--- src/rtl/tlb_pkg.sv ---
package tlb_pkg;
    localparam int VPN_W    = 8;
    localparam int SET_BITS = 2;
    localparam int WAYS     = 4;
    localparam int PPN_W    = 6;
    localparam int PERM_W   = 3;

    localparam int SETS  = 1 << SET_BITS;
    localparam int TAG_W = VPN_W - SET_BITS;
    localparam int WAY_W = $clog2(WAYS);

    typedef logic [VPN_W-1:0]    vpn_t;
    typedef logic [SET_BITS-1:0] set_idx_t;
    typedef logic [TAG_W-1:0]    tag_t;
    typedef logic [WAY_W-1:0]    way_idx_t;
    typedef logic [PPN_W-1:0]    ppn_t;
    typedef logic [PERM_W-1:0]   perm_t;

    typedef struct packed {
        logic  vld;
        tag_t  tag;
        ppn_t  ppn;
        perm_t perm;
    } tlb_ent_t;

    typedef enum logic {
        ST_IDLE = 1'b0,
        ST_RESP = 1'b1
    } rsp_state_t;

    typedef enum logic [1:0] {
        FK_NONE  = 2'd0,
        FK_REUSE = 2'd1,
        FK_FREE  = 2'd2,
        FK_EVICT = 2'd3
    } fill_kind_t;

    function automatic set_idx_t vpn_set(input vpn_t v);
        return v[SET_BITS-1:0];
    endfunction

    function automatic tag_t vpn_tag(input vpn_t v);
        return v[VPN_W-1:SET_BITS];
    endfunction
endpackage

--- src/rtl/tlb_store.sv ---
module tlb_store
    import tlb_pkg::*;
(
    input  logic     clk,
    input  logic     rst_n,
    input  logic     clr_all,
    input  logic     wr_en,
    input  set_idx_t wr_set,
    input  way_idx_t wr_way,
    input  tlb_ent_t wr_ent,
    output tlb_ent_t ent_o [SETS][WAYS]
);
    for (genvar gs = 0; gs < SETS; gs++) begin : g_set
        for (genvar gw = 0; gw < WAYS; gw++) begin : g_way
            tlb_ent_t q;
            logic     sel;

            assign sel = wr_en && (wr_set == set_idx_t'(gs)) && (wr_way == way_idx_t'(gw));

            always_ff @(posedge clk or negedge rst_n) begin
                if (!rst_n) begin
                    q <= '0;
                end else if (clr_all) begin
                    q.vld <= 1'b0;
                end else if (sel) begin
                    q <= wr_ent;
                end
            end

            assign ent_o[gs][gw] = q;
        end
    end
endmodule

--- src/rtl/tlb_match.sv ---
module tlb_match
    import tlb_pkg::*;
(
    input  tlb_ent_t row [WAYS],
    input  tag_t     tag,
    output logic     hit,
    output way_idx_t way
);
    logic [WAYS-1:0] eq;

    for (genvar gw = 0; gw < WAYS; gw++) begin : g_cmp
        assign eq[gw] = row[gw].vld && (row[gw].tag == tag);
    end

    // Lowest-numbered matching way wins.
    always_comb begin
        hit = |eq;
        way = '0;
        for (int w = WAYS - 1; w >= 0; w--) begin
            if (eq[w]) way = way_idx_t'(w);
        end
    end
endmodule

--- src/rtl/tlb_victim.sv ---
module tlb_victim
    import tlb_pkg::*;
(
    input  logic            clk,
    input  logic            rst_n,
    input  logic            commit,
    input  set_idx_t        set,
    input  logic [WAYS-1:0] vld_row,
    input  logic            match_hit,
    input  way_idx_t        match_way,
    output way_idx_t        victim
);
    way_idx_t   ptr_arr [SETS];
    fill_kind_t kind;
    logic       free_any;
    way_idx_t   free_way;

    always_comb begin
        free_any = 1'b0;
        free_way = '0;
        for (int w = WAYS - 1; w >= 0; w--) begin
            if (!vld_row[w]) begin
                free_any = 1'b1;
                free_way = way_idx_t'(w);
            end
        end
    end

    always_comb begin
        if (!commit)        kind = FK_NONE;
        else if (match_hit) kind = FK_REUSE;
        else if (free_any)  kind = FK_FREE;
        else                kind = FK_EVICT;
    end

    always_comb begin
        unique case (kind)
            FK_REUSE: victim = match_way;
            FK_FREE:  victim = free_way;
            FK_EVICT: victim = ptr_arr[set];
            FK_NONE:  victim = '0;
        endcase
    end

    for (genvar gs = 0; gs < SETS; gs++) begin : g_ptr
        way_idx_t q;

        always_ff @(posedge clk or negedge rst_n) begin
            if (!rst_n) begin
                q <= '0;
            end else if (kind == FK_EVICT && set == set_idx_t'(gs)) begin
                q <= q + 1'b1;
            end
        end

        assign ptr_arr[gs] = q;
    end
endmodule

--- src/rtl/tlb_top.sv ---
module tlb_top
    import tlb_pkg::*;
(
    input  logic              clk,
    input  logic              rst_n,
    input  logic              lk_valid,
    input  logic [VPN_W-1:0]  lk_vpn,
    input  logic              fl_valid,
    input  logic [VPN_W-1:0]  fl_vpn,
    input  logic [PPN_W-1:0]  fl_ppn,
    input  logic [PERM_W-1:0] fl_perm,
    input  logic              flush_all,
    output logic              rs_valid,
    output logic              rs_hit,
    output logic              rs_miss,
    output logic [PPN_W-1:0]  rs_ppn,
    output logic [PERM_W-1:0] rs_perm
);
    tlb_ent_t ent    [SETS][WAYS];
    tlb_ent_t lk_row [WAYS];
    tlb_ent_t fl_row [WAYS];
    logic [WAYS-1:0] fl_vld_row;

    logic     lk_hit, fl_hit, wr_en;
    way_idx_t lk_way, fl_way, wr_way;
    tlb_ent_t wr_ent;

    rsp_state_t state_q, state_d;
    logic       hit_q;
    ppn_t       ppn_q;
    perm_t      perm_q;

    always_comb begin
        for (int w = 0; w < WAYS; w++) begin
            lk_row[w]     = ent[vpn_set(lk_vpn)][w];
            fl_row[w]     = ent[vpn_set(fl_vpn)][w];
            fl_vld_row[w] = fl_row[w].vld;
        end
    end

    tlb_match u_lk_match (
        .row (lk_row),
        .tag (vpn_tag(lk_vpn)),
        .hit (lk_hit),
        .way (lk_way)
    );

    tlb_match u_fl_match (
        .row (fl_row),
        .tag (vpn_tag(fl_vpn)),
        .hit (fl_hit),
        .way (fl_way)
    );

    // Invalidate-all takes precedence over a fill in the same cycle.
    assign wr_en  = fl_valid && !flush_all;
    assign wr_ent = '{vld: 1'b1, tag: vpn_tag(fl_vpn), ppn: fl_ppn, perm: fl_perm};

    tlb_victim u_victim (
        .clk       (clk),
        .rst_n     (rst_n),
        .commit    (wr_en),
        .set       (vpn_set(fl_vpn)),
        .vld_row   (fl_vld_row),
        .match_hit (fl_hit),
        .match_way (fl_way),
        .victim    (wr_way)
    );

    tlb_store u_store (
        .clk     (clk),
        .rst_n   (rst_n),
        .clr_all (flush_all),
        .wr_en   (wr_en),
        .wr_set  (vpn_set(fl_vpn)),
        .wr_way  (wr_way),
        .wr_ent  (wr_ent),
        .ent_o   (ent)
    );

    always_comb begin
        unique case (state_q)
            ST_IDLE: state_d = lk_valid ? ST_RESP : ST_IDLE;
            ST_RESP: state_d = lk_valid ? ST_RESP : ST_IDLE;
        endcase
    end

    always_ff @(posedge clk or negedge rst_n) begin
        if (!rst_n) state_q <= ST_IDLE;
        else        state_q <= state_d;
    end

    always_ff @(posedge clk or negedge rst_n) begin
        if (!rst_n) begin
            hit_q  <= 1'b0;
            ppn_q  <= '0;
            perm_q <= '0;
        end else if (lk_valid) begin
            hit_q  <= lk_hit;
            ppn_q  <= lk_hit ? lk_row[lk_way].ppn  : '0;
            perm_q <= lk_hit ? lk_row[lk_way].perm : '0;
        end
    end

    always_comb begin
        unique case (state_q)
            ST_IDLE: begin
                rs_valid = 1'b0;
                rs_hit   = 1'b0;
                rs_miss  = 1'b0;
                rs_ppn   = '0;
                rs_perm  = '0;
            end
            ST_RESP: begin
                rs_valid = 1'b1;
                rs_hit   = hit_q;
                rs_miss  = !hit_q;
                rs_ppn   = ppn_q;
                rs_perm  = perm_q;
            end
        endcase
    end
endmodule

--- config.mk ---
export PLATFORM = sky130hd
export DESIGN_NAME = tlb_top
export DESIGN_NICKNAME = d
export VERILOG_FILES = /design/src/rtl/tlb_pkg.sv /design/src/rtl/tlb_store.sv /design/src/rtl/tlb_match.sv /design/src/rtl/tlb_victim.sv /design/src/rtl/tlb_top.sv
export SDC_FILE = /design/constraint.sdc
export NUM_CORES = 1
export LEC_CHECK = 0
export BUFFER_PORTS_ARGS = -buffer_cell sky130_fd_sc_hd__buf_4
export CAP_MARGIN = 25
export CORE_MARGIN = 3
export CORE_UTILIZATION = 40
export CTS_CLUSTER_DIAMETER = 200
export DETAILED_ROUTE_END_ITERATION = 6
export GPL_TIMING_DRIVEN = 0
export PLACE_DENSITY_LB_ADDON = 0.3
export SLEW_MARGIN = 25
export SYNTH_ARGS = -nofsm -noshare
export SYNTH_HDL_FRONTEND = slang
export SYNTH_SLANG_ARGS = --single-unit
--- constraint.sdc ---
create_clock -name clk -period 5 [get_ports clk]
set_clock_uncertainty 0.2 [all_clocks]
set_input_delay 0.75 -clock clk [delete_from_list [all_inputs] [get_ports clk]]
set_output_delay 0.75 -clock clk [all_outputs]
set_load 0.1 [all_outputs]
# --- After elaboration in Yosys (flattened, before gate mapping) ---
# Cells that the tools add are included.
classes:
  eq_ne: 17
  mux: 72
  magnitude_cmp: 3
  n_reduce_logical: 72
  addsub: 4
  bitwise_logic: 5
op_table:
  columns: ["op", "n"]
  rows:
  - ["64-bit binary-select mux with 2-bit select", 2]
  - ["16-bit two-way mux", 16]
  - ["64-bit two-way mux", 4]
  - ["6-bit == test", 8]
  - ["1-bit logical AND", 33]
  - ["16-bit binary-select mux with 2-bit select", 1]
  - ["2-bit two-way mux", 16]
  - ["2-bit AND reduction", 16]
  - ["2-bit nonzero test", 16]
  - ["1-bit two-way mux", 22]
  - ["9-bit two-way mux", 2]
  - ["2-bit == test, second input constant", 6]
  - ["6-bit case mux with 2 select lines", 1]
  - ["3-bit >= comparator, second input constant", 3]
  - ["2-bit NOT with 3-bit output", 3]
  - ["2-bit by 1-bit adder with 2-bit output, second input constant", 4]
  - ["2-bit case mux with 4 select lines", 1]
  - ["4-bit OR reduction", 2]
  - ["2-bit by 1-bit == test with 1-bit output, second input constant", 3]
  - ["2-bit logical NOT", 3]
  - ["6-bit two-way mux", 1]
  - ["1-bit case mux with 2 select lines", 3]
  - ["3-bit case mux with 2 select lines", 1]
  - ["2-bit binary-select mux with 2-bit select", 1]
  - ["3 further kinds", 5]
totals:
  elab_cells: 245
  regBits: 275

# --- Logic depth before layout (Yosys ltp) ---
# Gate-level depths: netlist of the first run.
depth:
  depth_word: 17
  depth_mapped: 13
  ltp_nobuf: 8

# --- Hierarchy ---
# A second synthesis of the first run with hierarchy kept.
unflattened:
  hier_cells: 1053
  area_unflattened_um2: 15921.5
modules_own_cells:
  columns: ["mod", "cells_each", "n_inst", "seq_area_each_um2", "area_per_inst_um2"]
  rows:
  - ["tlb_store", 619, 1, 6406.1, 9968.3]
  - ["tlb_top", 311, 1, 275.3, 4792.1]
  - ["tlb_match", 39, 2, 0.0, 339.1]
  - ["tlb_victim", 45, 1, 200.2, 483.0]

# --- Worst setup path before layout of the first run ---
# Ideal clock, no wire load.
synth_timing:
  path_type: "in2reg"
  start: "input fl_vpn[0]"
  end: "register u_store.g_set[3].g_way[1].q (netlist bit u_store.ent_o[46])"
  cell_stages: 12
  path_buffers: 4
  setup_ps: 128
  t_arrival_ps: 3538
  t_required_ps: 4672
  setup_slack_ps: 1134
  path_cell_list: "buf_6 > buf_6 > buf_6 > mux4_2 > xnor2_2 > nand4_2 > o2bb2ai_4 > nor2_1 > o41a_4 > nor3_4 > buf_6 > mux2_1"
synth_between:
  elab_chain_len: 16
synth_lines:
  columns: ["item", "line", "source"]
  rows:
  - ["start, declared", "tlb_top.sv:9", "input logic [VPN_W-1:0] fl_vpn,"]
  - ["2-bit NOT with 3-bit output (implied by the code)", "tlb_victim.sv:40, tlb_top.sv:36", null]
  - ["64-bit binary-select mux with 2-bit select", "tlb_top.sv:36", "fl_row[w] = ent[vpn_set(fl_vpn)][w];"]
  - ["64-bit two-way mux (implied by the code) (2 in a row)", "tlb_top.sv:36", null]
  - ["1-bit two-way mux (4 in a row)", "tlb_victim.sv:22", "if (!vld_row[w]) begin"]
  - ["1-bit two-way mux", "tlb_victim.sv:32", "else if (free_any) kind = FK_FREE;"]
  - ["2-bit two-way mux", "tlb_victim.sv:31", "else if (match_hit) kind = FK_REUSE;"]
  - ["2-bit two-way mux", "tlb_victim.sv:30", "if (!commit) kind = FK_NONE;"]
  - ["2-bit == test (tied with other cells)", "tlb_victim.sv:37", "unique case (kind)"]
  - ["2-bit case mux with 4 select lines", "tlb_victim.sv:37", null]
  - ["2-bit by 1-bit == test with 1-bit output", "tlb_store.sv:18", "assign sel = wr_en && (wr_set == set_idx_t'(gs)) && (wr_way == way_idx_t'(gw));"]
  - ["1-bit logical AND (*)", "tlb_store.sv:18", null]
  - ["2-bit AND reduction (no line) (*)", null, null]
  - ["end signal, assigned", "tlb_store.sv:26", "q <= wr_ent;"]
  - ["end, declared", "tlb_store.sv:15", "tlb_ent_t q;"]
# Every way passes the cells marked *; elsewhere a longest branch is shown, timed or not. The select of a mux whose other input is x is not followed.
# A chain may end at the register's enable or synchronous reset.

# --- Final worst setup path of the first run ---
layout_timing:
  start: "input lk_vpn[1]"
  end: "register perm_q[2]"
layout_between:
  elab_chain_len: 15
layout_lines:
  columns: ["item", "line", "source"]
  rows:
  - ["start, declared", "tlb_top.sv:7", "input logic [VPN_W-1:0] lk_vpn,"]
  - ["2-bit NOT with 3-bit output (implied by the code) (*)", "tlb_top.sv:35", "lk_row[w] = ent[vpn_set(lk_vpn)][w];"]
  - ["64-bit binary-select mux with 2-bit select (*)", "tlb_top.sv:35", null]
  - ["64-bit two-way mux (implied by the code) (*) (2 in a row)", "tlb_top.sv:35", null]
  - ["6-bit == test", "tlb_match.sv:12", "assign eq[gw] = row[gw].vld && (row[gw].tag == tag);"]
  - ["1-bit logical AND", "tlb_match.sv:12", null]
  - ["2-bit two-way mux (4 in a row)", "tlb_match.sv:20", "if (eq[w]) way = way_idx_t'(w);"]
  - ["2-bit NOT with 3-bit output (implied by the code)", "tlb_top.sv:101", "perm_q <= lk_hit ? lk_row[lk_way].perm : '0;"]
  - ["16-bit binary-select mux with 2-bit select", "tlb_top.sv:101", null]
  - ["9-bit two-way mux (implied by the code) (2 in a row)", "tlb_top.sv:101", null]
  - ["3-bit two-way mux (*)", "tlb_top.sv:101", null]
  - ["end signal, assigned", "tlb_top.sv:101", null]
  - ["end, declared", "tlb_top.sv:31", "perm_t perm_q;"]
# Marks and branches as above.

==> results.yml, run 1 <==
status:
  outcome: "finished, final reports clean"
sta:
  final_max_slew_viol_count: 0
  period_needed_ns: 4.258
  setup_viol: 0
  min_period_over_period_pct: 85.17
  hold_violations: 0
  relSlewSlack_pct: 36.76
  holdWs_ns: 0.1317
  rsz0062_at_grt: "no"
  worstMarginPinSlew_ns: 0.9486
  fmax_ghz: 0.2348
synth:
  async_reset_ff_share_pct: 100.0
  synthTopCellsByCount: "275 x dfrtp_1, 172 x mux2_2, 83 x mux4_2"
  synth_area_sq_um: 13840
  synth-edff-count: 0
  yosysTopAreaCell: "dfrtp_1"
  synth.distinct_cells: 51
  ys_ff_latch: 275
  synth_fp_nets: 959
  synth_warnings: 0
  post-synth-top-count-cell: "dfrtp_1"
  postSynthCellCount: 929
  yosysTopAreaCellShare_pct: 49.72
  synthFlopType: "dfrtp_1"
  syn_avg_cell_area_sq_um: 14.90
  synthTopCellsByArea: "dfrtp_1 50%, mux2_2 14%, mux4_2 14%"
  yosysSeqAreaShare_pct: 49.72
power_and_ir_drop:
  p_per_area_nw_per_um2: 345.7
  ir_drop_uv: 263.5
  p_leak_nw: 7.265
drt:
  initialDrtViolationCount: 510
  drt-wirelength-per-cell_um: 23.21
  first_pass_iters: 5
  vias: 8242
  drcViolationCount: 0
  ant_nets: 0
  routed_wl_um: 34120
  viasPerCell: 5.607
critical_path:
  crit_chain: "clkbuf_1 > clkbuf_1 > clkbuf_1 > nand2_1 > o32ai_1 > nand4_1 > nor2b_1 > o21bai_1 > buf_2 > mux2i_1 > o22ai_1"
  cpPeakStageDelay_ns: 0.77
  cp.arrival_ns: 4.48
  worstPathRequired_ns: 5.22
  slowest_stage: "clkbuf_1"
  cp-end-kind: "flip-flop"
  crit_top_cell: "clkbuf_1"
  critPathBufInv: 4
  cp_max_fo: 10
  critical_path_class: "primary input to flip-flop"
  cp_top_family: "buffers and inverters"
  startpoint_type: "primary input"
  r2r_slack_ns: 1.13
clock_tree:
  cts_buffers: 30
  clock_latency_ns: 0.56
  clock_path_buffers: 3
  tritoncts: "yes"
  htree_levels: 1
  clk_root_buffer_cell: "clkbuf_16"
  clk_pin_slew_ns: 0.06
  cts_sinks: 275
  post_cts_buffers: 0
min_path:
  hold_class: "primary input to flip-flop"
finish:
  areaGrowthSynthToFinish_pct: 13.75
  final_nets: 1030
  fin_util_pct: 46.60
  fin_cells: 1470
  multi_input_area_sq_um: 6560
  register_area_sq_um: 6882
  n_antenna_cell: 0
  fill_cells: 3000
  drive_above_1_share_pct: 38.65
grt:
  grt_pass1_wl_um: 53120
  antenna_found_initial: 0
  grt_pass1_vias: 8690
  grt-ovfl-total: 0
  grt_max_degree: 95
  track_usage_pct: 18.87
place:
  placed_cells_incl_taps: 1415
  hpwlAfterDp_um: 23930
  gp_congestion: 0.8109
  port_buffers: 35
floorplan:
  core-area_sq_um: 33780
  ioPinCount: 42
  fp.dieH_um: 192.0
  initial_core_util_pct: 40.97
  die-area_sq_um: 36870
  rows: 67
  die_w_um: 192.0
run:
  max_cap_viol_count: 0
-- stage by stage --
stage               cell area (sq um)  power, mW  setup slack, ns  setup TNS [ns]
floorplan                       13840      3.068            1.134               0
global placement                14660      3.278         -0.05218         -0.1821
detailed placement              14760      3.313           0.1608               0
global route                    15740      5.659           0.5317               0
CTS                             15740      5.495           0.6510               0
finish                          15740      5.442           0.7417               0
-- cell usage in the layout, fill, tap and decap left out, types with 19 or more instances in the layout --
cell       netlist  layout
dfrtp_1        275     275
mux2_2         172     172
mux4_2          83      83
mux2_1          72      72
clkbuf_1        37      49
buf_4            7      41
xnor2_1         32      32
clkbuf_16        0      30
mux2i_1         27      27
xor2_1          26      26
nor2_1          22      22
nand2_1         19      19
-- worst reg2reg max path: stages (launching register included) --
cell and delay [ns]:
dfrtp_1 0.38, mux4_2 0.48, xnor2_1 0.23, nand4_1 0.18
nor4_4 0.74, nor2_1 0.20, o31a_2 0.25, nor2_4 0.32
buf_2 0.39, mux2_2 0.38
-- cell families after synthesis --
family / share of synthesized area [%]
muxes: 35.31
DFF: 49.72
xor gates and xnor gates: 3.906
buffers and inverters: 2.920
AOI/OAI and AO/OA: 2.965
and+or+nand+nor: 5.171
-- flip-flops by register name, summed over array words and instances, names as in the netlist --
register / count
u_victim.g_ptr.q: 8
u_store.ent_o: 256
state_q: 1
perm_q: 3
ppn_q: 6
hit_q: 1
-- metal layers --
layer	part of all wire, %	GRT usage (%)	vias to the layer above
met5	0	0	-
li1	-	-	3598
met1	48	27.86	4467
met3	3.4	2.409	44
met4	1.5	3.390	0
met2	48	30.38	133
-- cell type report --
class | instances | share of cell area, %
Sequential cell | 275 | 43.71
Inverter | 8 | 0.1907
Clock buffer | 51 | 5.842
Timing Repair Buffer | 39 | 2.305
Buffer | 72 | 2.392
Multi-Input combinational cell | 574 | 41.67
Clock inverter | 3 | 0.3259
Tap cell | 448 | 3.561
-- worst paths after layout --
kind,from,endpoint,cells past startpoint
worst min register to register,u_victim.g_ptr[0].q[1]$_DFFE_PN0P_,u_victim.g_ptr[0].q[1]$_DFFE_PN0P_,1
min in group asynchronous,rst_n,u_store.ent_o[25]$_DFFE_PN0P_,2
worst max register to register,u_store.ent_o[59]$_DFFE_PN0P_,u_store.ent_o[183]$_DFFE_PN0P_,9
worst min-delay path,lk_valid,state_q$_DFF_PN0_,1
max in group asynchronous,rst_n,u_store.ent_o[49]$_DFFE_PN0P_,4
worst max-delay path,lk_vpn[1],perm_q[2]$_DFFE_PN0P_,11
-- where the power goes --
group / switching, mW / internal [mW] / total [mW] / leakage, nW
sequential: 0.114 / 2.43 / 2.54 / 3.67
clock: 0.884 / 1.29 / 2.17 / 0.474
combinational: 0.357 / 0.367 / 0.724 / 3.12
total: 1.35 / 4.09 / 5.44 / 7.27
-- timing repair --
item,CTS,global route
hold buffers,1,0
endpoints found under the hold margin,24,0
setup endpoints to repair,0,0
gates resized for setup,0,0
Note: power is estimated with default switching activity, not from simulation.
==> inputs of run 2 (changes only) <==
CAP_MARGIN = 20   (was 25)
PLACE_DENSITY_LB_ADDON = unset   (was 0.3)
clock period = 4.6 ns   (was 5 ns; I/O delays follow)
==> results.yml, run 2 (same netlist as run 1, synthesis figures left out) <==
floorplan:
  initial_core_util_pct: 40.97
  ioPinCount: 42
  fp.dieH_um: 192.0
  die_w_um: 192.0
  rows: 67
  core-area_sq_um: 33780
  die-area_sq_um: 36870
critical_path:
  cp_max_fo: 10
  startpoint_type: "primary input"
  cp_top_family: "buffers and inverters"
  crit_chain: "clkbuf_1 > clkbuf_1 > clkbuf_1 > nand2_1 > o32ai_1 > nand4_1 > nor2b_1 > o21bai_1 > buf_2 > mux2i_1 > o22ai_1"
  worstPathRequired_ns: 4.82
  critical_path_class: "primary input to flip-flop"
  cp.arrival_ns: 4.45
  cpPeakStageDelay_ns: 0.80
  worst-path-stages: 11
  slowest_stage: "clkbuf_1"
  ff2ff_path_depth: 9
  critPathBufInv: 4
  crit_top_cell: "clkbuf_1"
  cp-end-kind: "flip-flop"
drt:
  ant_nets: 0
  first_pass_iters: 5
  initialDrtViolationCount: 559
  drt-wirelength-per-cell_um: 23.41
  viasPerCell: 5.626
  drcViolationCount: 0
  vias: 8264
  routed_wl_um: 34380
power_and_ir_drop:
  p_per_area_nw_per_um2: 378.6
  ir_drop_uv: 263.1
  p_leak_nw: 7.271
clock_tree:
  post_cts_buffers: 0
  clk_pin_slew_ns: 0.06
  cts_resized: 0
  cts_buffers: 30
  tritoncts: "yes"
  clock_latency_ns: 0.55
  clk_root_buffer_cell: "clkbuf_16"
  clock_path_buffers: 3
  cts_sinks: 275
  htree_levels: 1
sta:
  fmax_ghz: 0.2360
  hold_violations: 0
  final_max_slew_viol_count: 0
  worstMarginPinSlew_ns: 0.9863
  relSlewSlack_pct: 34.25
  holdWs_ns: 0.07863
  min_period_over_period_pct: 92.11
  period_needed_ns: 4.237
  fin_setup_tns_ns: 0
  setup_viol: 0
  rsz0062_at_grt: "no"
min_path:
  hold_class: "primary input to flip-flop"
  holdPathStages: 1
grt:
  grt_max_degree: 91
  grt-ovfl-total: 0
  grt_pass1_wl_um: 53270
  track_usage_pct: 19.01
  antenna_found_initial: 1
  grt_pass1_vias: 8483
finish:
  final_common_cell: "dfrtp_1"
  largest_reg_flops: 256
  areaGrowthSynthToFinish_pct: 13.80
  final_nets: 1030
  finalInstanceArea_sq_um: 15750
  drive_above_1_share_pct: 38.92
  layout_common_cells: "275 x dfrtp_1, 172 x mux2_2, 83 x mux4_2, 72 x mux2_1, 45 x clkbuf_1"
place:
  gp_congestion: 0.8134
  place_area_sq_um: 14760
  hpwlAfterDp_um: 24130
  port_buffers: 35
status:
  outcome: "finished, final reports clean"
run:
  max_cap_viol_count: 0
## run 2: metal layers
layer | part of all wire, % | global-route usage (%) | wire (um)
met1 | 49 | 28.85 | 16710
met2 | 45 | 29.09 | 15580
met3 | 4.0 | 2.227 | 1377
met5 | 0 | 0 | 0
met4 | 2.1 | 5.015 | 721
## run 2: area by class of cell
class	instances	area (sq um)
fill	3011	18030
sequential	275	6882
multi-input combinational	574	6560
clock buffer	42	847.1
tap	448	560.5
buffer	72	376.6
timing repair buffer	39	362.8
clock inverter	10	127.6
inverter	8	30.03
antenna	1	2.502
## run 2: final timing paths
| path | slack, ns | start | to |
|---|---|---|---|
| hold reg to reg | 0.27 | u_victim.g_ptr[1].q[1]$_DFFE_PN0P_ | u_victim.g_ptr[1].q[1]$_DFFE_PN0P_ |
| setup reg to reg | 0.81 | u_store.ent_o[123]$_DFFE_PN0P_ | u_store.ent_o[117]$_DFFE_PN0P_ |
| hold / removal | 0.08 | lk_valid | state_q$_DFF_PN0_ |
| max in group asynchronous | 2.66 | rst_n | u_store.ent_o[165]$_DFFE_PN0P_ |
| min in group asynchronous | 0.46 | rst_n | u_store.ent_o[217]$_DFFE_PN0P_ |
| setup / recovery | 0.36 | lk_vpn[1] | ppn_q[4]$_DFFE_PN0P_ |
## run 2: timing repair
item / in CTS / in global routing
setup endpoints to repair: 0 / 0
hold buffers: 1 / 0
endpoints found under the hold margin: 49 / 0
## run 2: stage by stage
stage          utilization (%)  total power, mW  instances  setup WS (ns)
3_5_place_dp             43.69            3.603       1415        -0.1883
3_3_place_gp             43.40            3.568       1412        -0.4836
2_1_floorplan                -            3.335        929         0.7940
4_1_cts                  46.60            6.036       1468         0.3832
6_report                 46.62            5.962       1469         0.3630
5_1_grt                  46.61            6.195       1468         0.2576
## run 2: power by group
group | switching [mW] | internal [mW] | leakage (nW)
Clock | 0.972 | 1.44 | 0.479
Sequential | 0.122 | 2.64 | 3.67
Combinational | 0.389 | 0.398 | 3.12
Total | 1.48 | 4.48 | 7.27
